$ cat src/rtl/rnco_pkg.sv
`timescale 1ns/1ps
package rnco_pkg;

    typedef enum logic [1:0] {
        NCO_IDLE = 2'd0,
        NCO_RUN  = 2'd1,
        NCO_HOLD = 2'd2
    } nco_state_e;

    // Quarter-wave magnitude at half-sample offset, rational sine approximation.
    function automatic longint quarter_amp(input int k, input int quarter_len, input int amp);
        longint n2;
        longint i2;
        longint num;
        longint den;
        n2  = 4 * longint'(quarter_len);
        i2  = 2 * longint'(k) + 1;
        num = 16 * longint'(amp) * i2 * (n2 - i2);
        den = 5 * n2 * n2 - 4 * i2 * (n2 - i2);
        return num / den;
    endfunction

endpackage

$ cat src/rtl/rnco_accum.sv
`timescale 1ns/1ps
module rnco_accum
    import rnco_pkg::*;
#(
    parameter int PHASE_W = 24,
    parameter int SCALE_W = 32
) (
    input  logic               clk,
    input  logic               rst_n,
    input  logic               en_i,
    input  logic [PHASE_W-1:0] modulus_i,
    input  logic [PHASE_W-1:0] step_i,
    input  logic [SCALE_W-1:0] scale_i,
    output logic [PHASE_W-1:0] phase_o,
    output logic               wrap_o,
    output logic [SCALE_W-1:0] scale_o
);

    nco_state_e state_q, state_d;

    logic [PHASE_W-1:0] acc_q;
    logic [PHASE_W-1:0] mod_act_q;
    logic [PHASE_W-1:0] step_act_q;
    logic [SCALE_W-1:0] scale_act_q;
    logic               wrap_q;

    logic               advance;
    logic               load_cfg;
    logic [PHASE_W:0]   sum_w;
    logic               over_w;
    logic [PHASE_W-1:0] rem_w;
    logic [PHASE_W-1:0] next_w;

    // State register
    always_ff @(posedge clk or negedge rst_n) begin
        if (!rst_n) state_q <= NCO_IDLE;
        else        state_q <= state_d;
    end

    // Next-state logic
    always_comb begin
        state_d = state_q;
        unique case (state_q)
            NCO_IDLE: if (en_i)  state_d = NCO_RUN;
            NCO_RUN:  if (!en_i) state_d = NCO_HOLD;
            NCO_HOLD: if (en_i)  state_d = NCO_RUN;
            default:             state_d = NCO_IDLE;
        endcase
    end

    // Output decode: advance and capture strobes
    always_comb begin
        sum_w    = {1'b0, acc_q} + {1'b0, step_act_q};
        over_w   = (sum_w >= {1'b0, mod_act_q});
        rem_w    = over_w ? PHASE_W'(sum_w - {1'b0, mod_act_q}) : sum_w[PHASE_W-1:0];
        advance  = 1'b0;
        load_cfg = 1'b0;
        unique case (state_q)
            NCO_IDLE: load_cfg = 1'b1;
            NCO_RUN, NCO_HOLD: begin
                advance  = en_i;
                load_cfg = en_i && over_w;
            end
            default: ;
        endcase
        next_w = (advance && load_cfg && (rem_w >= modulus_i)) ? '0 : rem_w;
    end

    always_ff @(posedge clk or negedge rst_n) begin
        if (!rst_n) begin
            acc_q       <= '0;
            wrap_q      <= 1'b0;
            mod_act_q   <= '1;
            step_act_q  <= '0;
            scale_act_q <= '0;
        end else begin
            if (advance) acc_q <= next_w;
            wrap_q <= advance && over_w;
            if (load_cfg) begin
                mod_act_q   <= modulus_i;
                step_act_q  <= step_i;
                scale_act_q <= scale_i;
            end
        end
    end

    assign phase_o = acc_q;
    assign wrap_o  = wrap_q;
    assign scale_o = scale_act_q;

    assert_phase_below_mod_R2: assert property (@(posedge clk) disable iff (!rst_n)
        acc_q < mod_act_q);

    assert_wrap_remainder_R3: assert property (@(posedge clk) disable iff (!rst_n)
        wrap_q |-> ((acc_q == '0) || (acc_q < $past(step_act_q))));

    assert_cfg_only_at_wrap_R5: assert property (@(posedge clk) disable iff (!rst_n)
        (($past(state_q) != NCO_IDLE) && !wrap_q) |->
            ($stable(mod_act_q) && $stable(step_act_q) && $stable(scale_act_q)));

    assert_hold_frozen_R6: assert property (@(posedge clk) disable iff (!rst_n)
        ((state_q != NCO_IDLE) && !en_i) |=> ($stable(acc_q) && !wrap_q));

endmodule

$ cat src/rtl/rnco_phase_map.sv
`timescale 1ns/1ps
module rnco_phase_map #(
    parameter int PHASE_W     = 24,
    parameter int SCALE_W     = 32,
    parameter int ADDR_W      = 8,
    parameter int SCALE_SHIFT = 24
) (
    input  logic               clk,
    input  logic               rst_n,
    input  logic [PHASE_W-1:0] phase_i,
    input  logic               wrap_i,
    input  logic [SCALE_W-1:0] scale_i,
    output logic [ADDR_W-1:0]  addr_o,
    output logic [PHASE_W-1:0] phase_o,
    output logic               wrap_o
);

    localparam int PROD_W = PHASE_W + SCALE_W;

    logic [PROD_W-1:0] prod_w;
    logic [ADDR_W-1:0] addr_w;

    assign prod_w = PROD_W'(phase_i) * PROD_W'(scale_i);
    assign addr_w = ADDR_W'(prod_w >> SCALE_SHIFT);

    always_ff @(posedge clk or negedge rst_n) begin
        if (!rst_n) begin
            addr_o  <= '0;
            phase_o <= '0;
            wrap_o  <= 1'b0;
        end else begin
            addr_o  <= addr_w;
            phase_o <= phase_i;
            wrap_o  <= wrap_i;
        end
    end

endmodule

$ cat src/rtl/rnco_wave_rom.sv
`timescale 1ns/1ps
module rnco_wave_rom
    import rnco_pkg::*;
#(
    parameter int PHASE_W  = 24,
    parameter int ADDR_W   = 8,
    parameter int SAMPLE_W = 12
) (
    input  logic                       clk,
    input  logic                       rst_n,
    input  logic [ADDR_W-1:0]          addr_i,
    input  logic [PHASE_W-1:0]         phase_i,
    input  logic                       wrap_i,
    output logic signed [SAMPLE_W-1:0] sample_o,
    output logic [PHASE_W-1:0]         phase_o,
    output logic                       wrap_o
);

    localparam int QUAD_W = ADDR_W - 2;
    localparam int QLEN   = 1 << QUAD_W;
    localparam int AMP    = (1 << (SAMPLE_W - 1)) - 1;

    logic signed [SAMPLE_W-1:0] qtab [QLEN];

    for (genvar k = 0; k < QLEN; k++) begin : g_qtab
        assign qtab[k] = SAMPLE_W'(quarter_amp(k, QLEN, AMP));
    end

    logic [1:0]                 quad_w;
    logic [QUAD_W-1:0]          idx_w;
    logic signed [SAMPLE_W-1:0] mag_w;

    always_comb begin
        quad_w = addr_i[ADDR_W-1 -: 2];
        idx_w  = quad_w[0] ? ~addr_i[QUAD_W-1:0] : addr_i[QUAD_W-1:0];
        mag_w  = qtab[idx_w];
    end

    always_ff @(posedge clk or negedge rst_n) begin
        if (!rst_n) begin
            sample_o <= '0;
            phase_o  <= '0;
            wrap_o   <= 1'b0;
        end else begin
            sample_o <= quad_w[1] ? -mag_w : mag_w;
            phase_o  <= phase_i;
            wrap_o   <= wrap_i;
        end
    end

    assert_lower_half_sign_R8: assert property (@(posedge clk) disable iff (!rst_n)
        $past(addr_i[ADDR_W-1]) |-> (sample_o <= 0));

    assert_upper_half_sign_R8: assert property (@(posedge clk) disable iff (!rst_n)
        !$past(addr_i[ADDR_W-1]) |-> (sample_o >= 0));

endmodule

$ cat src/rtl/rational_nco.sv
`timescale 1ns/1ps
module rational_nco #(
    parameter int PHASE_W     = 24,
    parameter int SCALE_W     = 32,
    parameter int ADDR_W      = 8,
    parameter int SCALE_SHIFT = 24,
    parameter int SAMPLE_W    = 12
) (
    input  logic                       clk,
    input  logic                       rst_n,
    input  logic                       en_i,
    input  logic [PHASE_W-1:0]         modulus_i,
    input  logic [PHASE_W-1:0]         step_i,
    input  logic [SCALE_W-1:0]         scale_i,
    output logic signed [SAMPLE_W-1:0] sample_o,
    output logic                       wrap_o,
    output logic [PHASE_W-1:0]         phase_o
);

    logic [PHASE_W-1:0] acc_phase;
    logic               acc_wrap;
    logic [SCALE_W-1:0] acc_scale;
    logic [ADDR_W-1:0]  map_addr;
    logic [PHASE_W-1:0] map_phase;
    logic               map_wrap;

    rnco_accum #(
        .PHASE_W (PHASE_W),
        .SCALE_W (SCALE_W)
    ) u_accum (
        .clk       (clk),
        .rst_n     (rst_n),
        .en_i      (en_i),
        .modulus_i (modulus_i),
        .step_i    (step_i),
        .scale_i   (scale_i),
        .phase_o   (acc_phase),
        .wrap_o    (acc_wrap),
        .scale_o   (acc_scale)
    );

    rnco_phase_map #(
        .PHASE_W     (PHASE_W),
        .SCALE_W     (SCALE_W),
        .ADDR_W      (ADDR_W),
        .SCALE_SHIFT (SCALE_SHIFT)
    ) u_map (
        .clk     (clk),
        .rst_n   (rst_n),
        .phase_i (acc_phase),
        .wrap_i  (acc_wrap),
        .scale_i (acc_scale),
        .addr_o  (map_addr),
        .phase_o (map_phase),
        .wrap_o  (map_wrap)
    );

    rnco_wave_rom #(
        .PHASE_W  (PHASE_W),
        .ADDR_W   (ADDR_W),
        .SAMPLE_W (SAMPLE_W)
    ) u_rom (
        .clk      (clk),
        .rst_n    (rst_n),
        .addr_i   (map_addr),
        .phase_i  (map_phase),
        .wrap_i   (map_wrap),
        .sample_o (sample_o),
        .phase_o  (phase_o),
        .wrap_o   (wrap_o)
    );

endmodule

$ cat config.mk
export PLATFORM = sky130hd
export DESIGN_NAME = rational_nco
export DESIGN_NICKNAME = d
export VERILOG_FILES = /design/src/rtl/rnco_pkg.sv /design/src/rtl/rnco_accum.sv /design/src/rtl/rnco_phase_map.sv /design/src/rtl/rnco_wave_rom.sv /design/src/rtl/rational_nco.sv
export SDC_FILE = /design/constraint.sdc
export NUM_CORES = 1
export LEC_CHECK = 0
export BUFFER_PORTS_ARGS = -buffer_cell sky130_fd_sc_hd__buf_2
export CORE_MARGIN = 3
export CORE_UTILIZATION = 30
export CTS_BUF_LIST = sky130_fd_sc_hd__clkbuf_8 sky130_fd_sc_hd__clkbuf_16
export DETAILED_ROUTE_END_ITERATION = 8
export PLACE_DENSITY = 0.44
export SYNTH_ARGS = -nofsm -noshare
export SYNTH_HDL_FRONTEND = slang
export SYNTH_HIERARCHICAL = 1
export SYNTH_SLANG_ARGS = --single-unit
$ cat constraint.sdc
create_clock -name clk -period 7.1 [get_ports clk]
set_clock_uncertainty 0.1 [all_clocks]
set_input_delay 2.13 -clock clk [delete_from_list [all_inputs] [get_ports clk]]
set_output_delay 2.13 -clock clk [all_outputs]
set_load 0.02 [all_outputs]
---- Word level (Yosys, flattened, before mapping) ----
Memories as Yosys holds them, arrays and structs flattened.
Cells that the tools add are included.
storage, ports and cells
  word-level logic and storage cells ...... 45
  output and inout bits ................... 37
  memories ................................ 1
  bits of input ports ..................... 83
  flip-flop bits (word level) ............. 177
  ROM bits ................................ 768
operators by class
  add/subtract/negate cells ............... 3
  order comparisons ....................... 3
  multiplexer cells ....................... 11
  bitwise operators ....................... 2
  multipliers ............................. 1
  eq/ne operators ......................... 4
  reductions and logical operators ........ 8
memories
  memory            depth  width  read ports  clocked after Yosys merged registers in  write ports  line                 RTL
  (name not given)  64     12     1           0                                        0            rnco_wave_rom.sv:36  mag_w = qtab[idx_w];
operators with widths
  cell                  number
  $mux W24              2
  $mux W12              3
  $mul A24 B32 Y32      1
  $add A24 B24 Y25      1
  $ge A25 B24 Y1        1
  $ge A24 B24 Y1        1
  $sub A24 B24 Y24      1
  $neg A12 Y12          1
  $ge A7 B7 Y1 const B  1
  $not A6 Y7            1
  $mux W6               1
  $not A6 Y6            1
  $logic_and A1 B1 Y1   4
  $mux W2               2
  $pmux W2 S2           1
  $reduce_or A2 Y1      2
  $eq A2 B1 Y1 const B  1
  $eq A2 B2 Y1 const B  1
  $logic_not A2 Y1      1
  $ne A2 B1 Y1 const B  1
  $ne A2 B2 Y1 const B  1
  $pmux W1 S2           1
  $reduce_and A2 Y1     1
  $mux W1               1

---- Logic depth before layout (Yosys ltp) ----
  depth in word-level cells ............... 8
  gate-level depth with buffers ........... 32
  depth with buffers taken out ............ 28

---- By module ----
Netlist, hierarchy kept.
by module, submodules not included
  module          cells each  times used  seq. area each (µm²)  area each (µm²)
  rnco_phase_map  1,684       1           825.8                 15,343.5
  rnco_accum      732         1           2,707.6               7,502.2
  rnco_wave_rom   416         1           925.9                 3,500.9

---- Least setup slack after synthesis ----
No wires, ideal clock.
  path type ............................... register -> register
  start point ............................. register u_accum.acc_q[1] (netlist: u_accum/phase_o[1])
  end point ............................... register u_map.addr_o[7]
  clock period less this slack ............ 6.285 ns
  path buffers ............................ 2
  cell stages (with the launch flop) ...... 23
  required time ........................... 6.875 ns
  setup slack ............................. 0.815 ns
  data arrival time ....................... 6.060 ns
  setup time .............................. 0.125 ns
  cells stage by stage .................... dfrtp_1 > clkbuf_1 > clkbuf_1 > and2_1 > fa_1 > inv_1 > fa_1 > fa_1 > fa_1 > inv_1 > fa_1 > fa_1 > inv_1 > fa_1 > inv_1 > ha_1 > a21oi_1 > o211ai_1 > a2111oi_0 > o221ai_1 > a31oi_1 > o21ai_1 > xnor2_1
on the way
  cells in the longest elaborated chain, start to end .. 1
RTL lines
  item                        line                  RTL
  from (decl)                 rnco_accum.sv:21      logic [PHASE_W-1:0] acc_q;
  from (signal assigned)      rnco_accum.sv:77      if (advance) acc_q <= next_w;
  $mul A24 B32 Y32            rnco_phase_map.sv:23  assign prod_w = PROD_W'(phase_i) * PROD_W'(scale_i);
  named net u_map.prod_w[31]  rnco_phase_map.sv:20  logic [PROD_W-1:0] prod_w;
  to (signal assigned)        rnco_phase_map.sv:32  addr_o <= addr_w;
  to (decl)                   rnco_phase_map.sv:13  output logic [ADDR_W-1:0] addr_o,
The timed path passes the listed nets, and every way through them passes these cells.
A chain may end at the register's enable or synchronous reset.

---- Worst setup path after layout ----
  start point ............................. register u_accum.acc_q[0] (netlist: u_accum/phase_o[0])
  end point ............................... register u_map.addr_o[7]
Same word-level chain as after synthesis.

==> metrics.md <==
| Metric | Value |
|---|---|
| Largest fanout on the critical path | 34 |
| Pin count of the biggest net entering global routing | 141 |
| Finished Cell Area | between 0.02 and 0.03 mm^2 |
| Post-layout instance count excluding filler cells | 4076 |
| M1 wire length | ~38000 um |
| Via count of the first global-routing pass | 21.2k |
| Post-synthesis xor/xnor area fraction | ~3.4% |
| Cells along the critical path | buf_6, and2_1, fa_1, inv_1, fa_1, fa_1, fa_1, inv_1, fa_1, fa_1, inv_1, fa_1, inv_1, ha_1, a21oi_1, o211ai_1, a2111oi_0, o221ai_1, a31oi_1, o21ai_1, xnor2_1 |
| Post-Route Utilization | 33.4% |
| Type of destination of the critical path | flip-flop |
| HPWL after detailed placement | roughly 63000 um |
| Placed Cells | 4042 |
| Path type of the worst min-delay path | flip-flop to flip-flop |
| CTS root buffer | clkbuf_16 |
| Buffer depth of the longest clock path | 2 |
| Arr. time, crit path | 7.09 ns |
| Number of detailed-route iterations in the first pass | 7 |
| Number of max-slew violations in the final report | 0 |
| Residual DRC count | 0 |
| Combined area of all synthesized cells | 0.0263 mm^2 |
| Initial cell density of the core | between 30% and 40% |
| Critical path required time | 7.35 ns |
| Number of buffers inserted during clock tree synthesis | 17 |
| Crit share post-route | 96.3% |
| Sink count of the clock tree | 177 |
| Simple-Gate Fraction of Synth Area | between 10% and 20% |
| Cell Area, Placed | 0.0284 mm^2 |
| Worst slew margin | 16.3% |
| Number of hold buffers added after cts | 0 |
| Leftover overflow at the end of global routing | 0 |
| Fraction of the mapped netlist area in compound gates | 10.3% |
| Total routing resource utilization after global routing | 18.1% |
| Average routed wire per standard cell | roughly 20 um |
| CTS tree | built |
| Met3 Wirelength | 2940 um |
| Y dimension of the die | 302 um |
| Crit path launch type | flip-flop |
| Total setup violations reported at the end of the flow | 0 |
| Leading cell type in the layout, fill and taps excluded | inv_1 |
| Layout cells sized above 1 | 13.1% |
| Count of cell types in the netlist | 102 |
| Synthesized flop and latch total | 177 |
| Number of H-tree levels | 4 |
| Worst setup slack for register-to-register paths | 0.26 ns |
| Critical path start-end classification | flip-flop to flip-flop |
| Startpoint of the worst hold path | u_map/phase_o[14]$_DFF_PN0_ |
| Syn Nets | 3481 |
| Sum of routed wire length over all layers | 80100 um |
| Commonest register cell after synthesis | dfrtp_1 |
| Number of instances on the worst hold path | 0 |
| Post-route antenna net violation count | 0 |
| Number of antenna violations at the first check in global routing | 2 |
| CP peak stage delay | roughly 0.54 ns |
| Total Nets Final | 3555 |
| Global-route wire length before repair | roughly 130000 um |
| Commonest cells after routing, fill and taps aside | inv_1 (559), fa_1 (390), and2_1 (302) |
| Floorplan row count | between 100 and 150 |
| End of the worst hold path | u_rom/phase_o[14]$_DFF_PN0_ |
| Min Tclk post-route | 6.84 ns |
| Outcome | finished clean |
| Length in cells of the worst reg-to-reg path | 21 |
| Maximum capacitance violations | 0 |
| Portion of the post-synthesis area used by sequential elements | 16.9% |
| Synth async-reset ratio | between 90% and 100% |
| Area Growth Syn to Fin | 10.2% |
| Hold Fails Final Rpt | 0 |
| Post-Synthesis Cells | 2832 |
| Largest family of logic cells by synthesized area | adder cells |
| Peak clock frequency supported by timing | approximately 150 MHz |
| Number of filler cells placed in the layout | 8915 |
| RSZ-0062 raised after global routing | true |
| Mean post-synth cell area | 9.30 um^2 |
| Via-per-instance ratio | 4.80 |
| Top routing layer used | met4 |
| Critical R2R Launch | u_accum/phase_o[0]$_DFFE_PN0P_ |
| Setup TNS | 0 ns |
| Count of synthesis-stage warnings from yosys | 6 |
| I/O pin total | 120 |
| Dominant cell type by count on the critical path | fa_1 |
| Multiplexer share of the synthesized area | 4.82% |
| Clock transition at the register clock pins on the worst setup and hold paths after CTS | 0.09 ns |
| Adder-cell share of the synthesized area | 38.0% |
| Post-CTS setup buffer count | 0 |
| Total number of vias | 19.6k |
| Met2 wire len | ~38000 um |
| Register Area | 0.00447 mm^2 |
| Post-synth EDFFs | 0 |
| Area taken by multi-input logic gates | 0.0191 mm^2 |
| Clock latency reported for the late side of the worst-skew pair | 0.51 ns |
| Count of buffers from port buffering | 119 |
| Capture point of the worst reg-to-reg path | u_map/addr_o[7]$_DFF_PN0_ |
| Core region area | 0.0869 mm^2 |
| DRT iter0 DRCs | 1049 |
| Die boundary width | 302 um |
| Least-Margin Pin Slew | 1.24 ns |
| Max stage delay cell, worst path | fa_1 |
| Die area | 0.0914 mm^2 |
| Global placement routability congestion | between 0.8 and 0.9 |
## registers in the layout, indices dropped and copies added, names as in the netlist
signal,cells
u_map/addr_o,8
u_rom/sample_o,12
u_rom/wrap_o,1
u_accum/mod_act_q,24
u_accum/step_act_q,24
u_accum/state_q,2
u_rom/phase_o,24
u_accum/phase_o,24
u_accum/wrap_o,1
u_map/phase_o,24
u_accum/scale_o,32
u_map/wrap_o,1
## worst max path at each step
| stage | from | depth (start not counted) | slack, ns | end |
|---|---|---|---|---|
| after CTS | u_accum/scale_o[16]$_DFFE_PN0P_ | 21 | 0.04 | u_map/addr_o[2]$_DFF_PN0_ |
| after global routing | u_accum/phase_o[0]$_DFFE_PN0P_ | 21 | -0.003 | u_map/addr_o[2]$_DFF_PN0_ |
| after floorplan | u_accum/phase_o[1]$_DFFE_PN0P_ | 22 | 0.81 | u_map/addr_o[7]$_DFF_PN0_ |
| after detailed placement | u_accum/scale_o[5]$_DFFE_PN0P_ | 22 | 0.06 | u_map/addr_o[2]$_DFF_PN0_ |
| after global placement | u_accum/scale_o[11]$_DFFE_PN0P_ | 21 | 0.13 | u_map/addr_o[2]$_DFF_PN0_ |
| final | u_accum/phase_o[0]$_DFFE_PN0P_ | 21 | 0.26 | u_map/addr_o[7]$_DFF_PN0_ |
## final cells by class
class	instances	area share [%]
clock inverters	13	0.612
repair buffers	198	4.32
flip-flops and latches	177	15.4
well taps	1155	4.98
multi-input cells	1951	65.9
diodes	2	0.0172
clock buffers	19	1.56
inverters	561	7.26
## metal layers
metal | global-route usage (%) | up-vias
li1 | - | 9059
met2 | 29.6 | 433
met3 | 2.41 | 75
met4 | 5.17 | 0
met5 | 0 | -
met1 | 25.0 | 9998
## Yosys cell counts, types with 5 or more instances
| master | instances | area (um^2) |
|---|---|---|
| inv_1 | 558 | 2090 |
| fa_1 | 390 | 7810 |
| and2_1 | 302 | 1890 |
| nand2_1 | 265 | 995 |
| ha_1 | 176 | 2200 |
| dfrtp_1 | 153 | 3830 |
| clkbuf_1 | 99 | 372 |
| a21oi_1 | 80 | 400 |
| xnor2_1 | 66 | 578 |
| mux2_2 | 65 | 732 |
| o21ai_0 | 59 | 295 |
| nor2_1 | 52 | 195 |
| mux2i_1 | 31 | 310 |
| nor2b_1 | 31 | 194 |
| xor2_1 | 30 | 263 |
| a21o_1 | 26 | 195 |
| buf_2 | 26 | 130 |
| nand2b_1 | 26 | 163 |
| nand3_1 | 25 | 125 |
| dfstp_2 | 24 | 631 |
| a22o_1 | 23 | 201 |
| nor3_1 | 22 | 110 |
| o211ai_1 | 17 | 128 |
| a31oi_1 | 15 | 93.8 |
| o21a_1 | 13 | 97.6 |
| a2111oi_0 | 12 | 105 |
| a211o_1 | 11 | 96.3 |
| nand4_1 | 11 | 68.8 |
| o22ai_1 | 11 | 68.8 |
| a211oi_1 | 10 | 75.1 |
| a22oi_1 | 10 | 75.1 |
| buf_4 | 10 | 75.1 |
| mux2_4 | 10 | 150 |
| and3_1 | 9 | 56.3 |
| o31ai_1 | 9 | 67.6 |
| o21ai_1 | 7 | 35.0 |
| o21bai_1 | 7 | 52.6 |
| o221ai_1 | 7 | 61.3 |
| buf_6 | 6 | 67.6 |
| o32ai_1 | 6 | 52.6 |
| or2_2 | 5 | 31.3 |
## repair_timing
action,in CTS,in global routing
setup endpoints to repair,0,6
endpoints found under the hold margin,0,0
resized for setup,0,15
## cell families after synthesis
kind of cell	Yosys count
flops	177
simple gates	795
mux	111
fa+ha+maj	566
buf+inv	704
compound gates	380
xor+xnor	99
## through the flow
step           setup WS, ns  hold slack, ns
3_5_place_dp         0.0616           0.235
3_3_place_gp          0.128           0.232
2_1_floorplan         0.815           0.231
6_report              0.260           0.244
5_1_grt            -0.00306           0.245
4_1_cts              0.0396           0.239
## worst max-delay path, delay by kind of cell, from the launching register on
family,cells,cell delay [ns]
AND/OR/NAND/NOR,1,0.25
buffers and inverters,5,0.43
adder cells (fa/ha/maj),8,3.88
flip-flops,1,0.40
XOR/XNOR,1,0.13
AO/OA/AOI/OAI,6,1.47
Power is left out: the tool's default activity adds up to more than one toggle a clock period on the data nets, which glitch-free logic cannot reach.
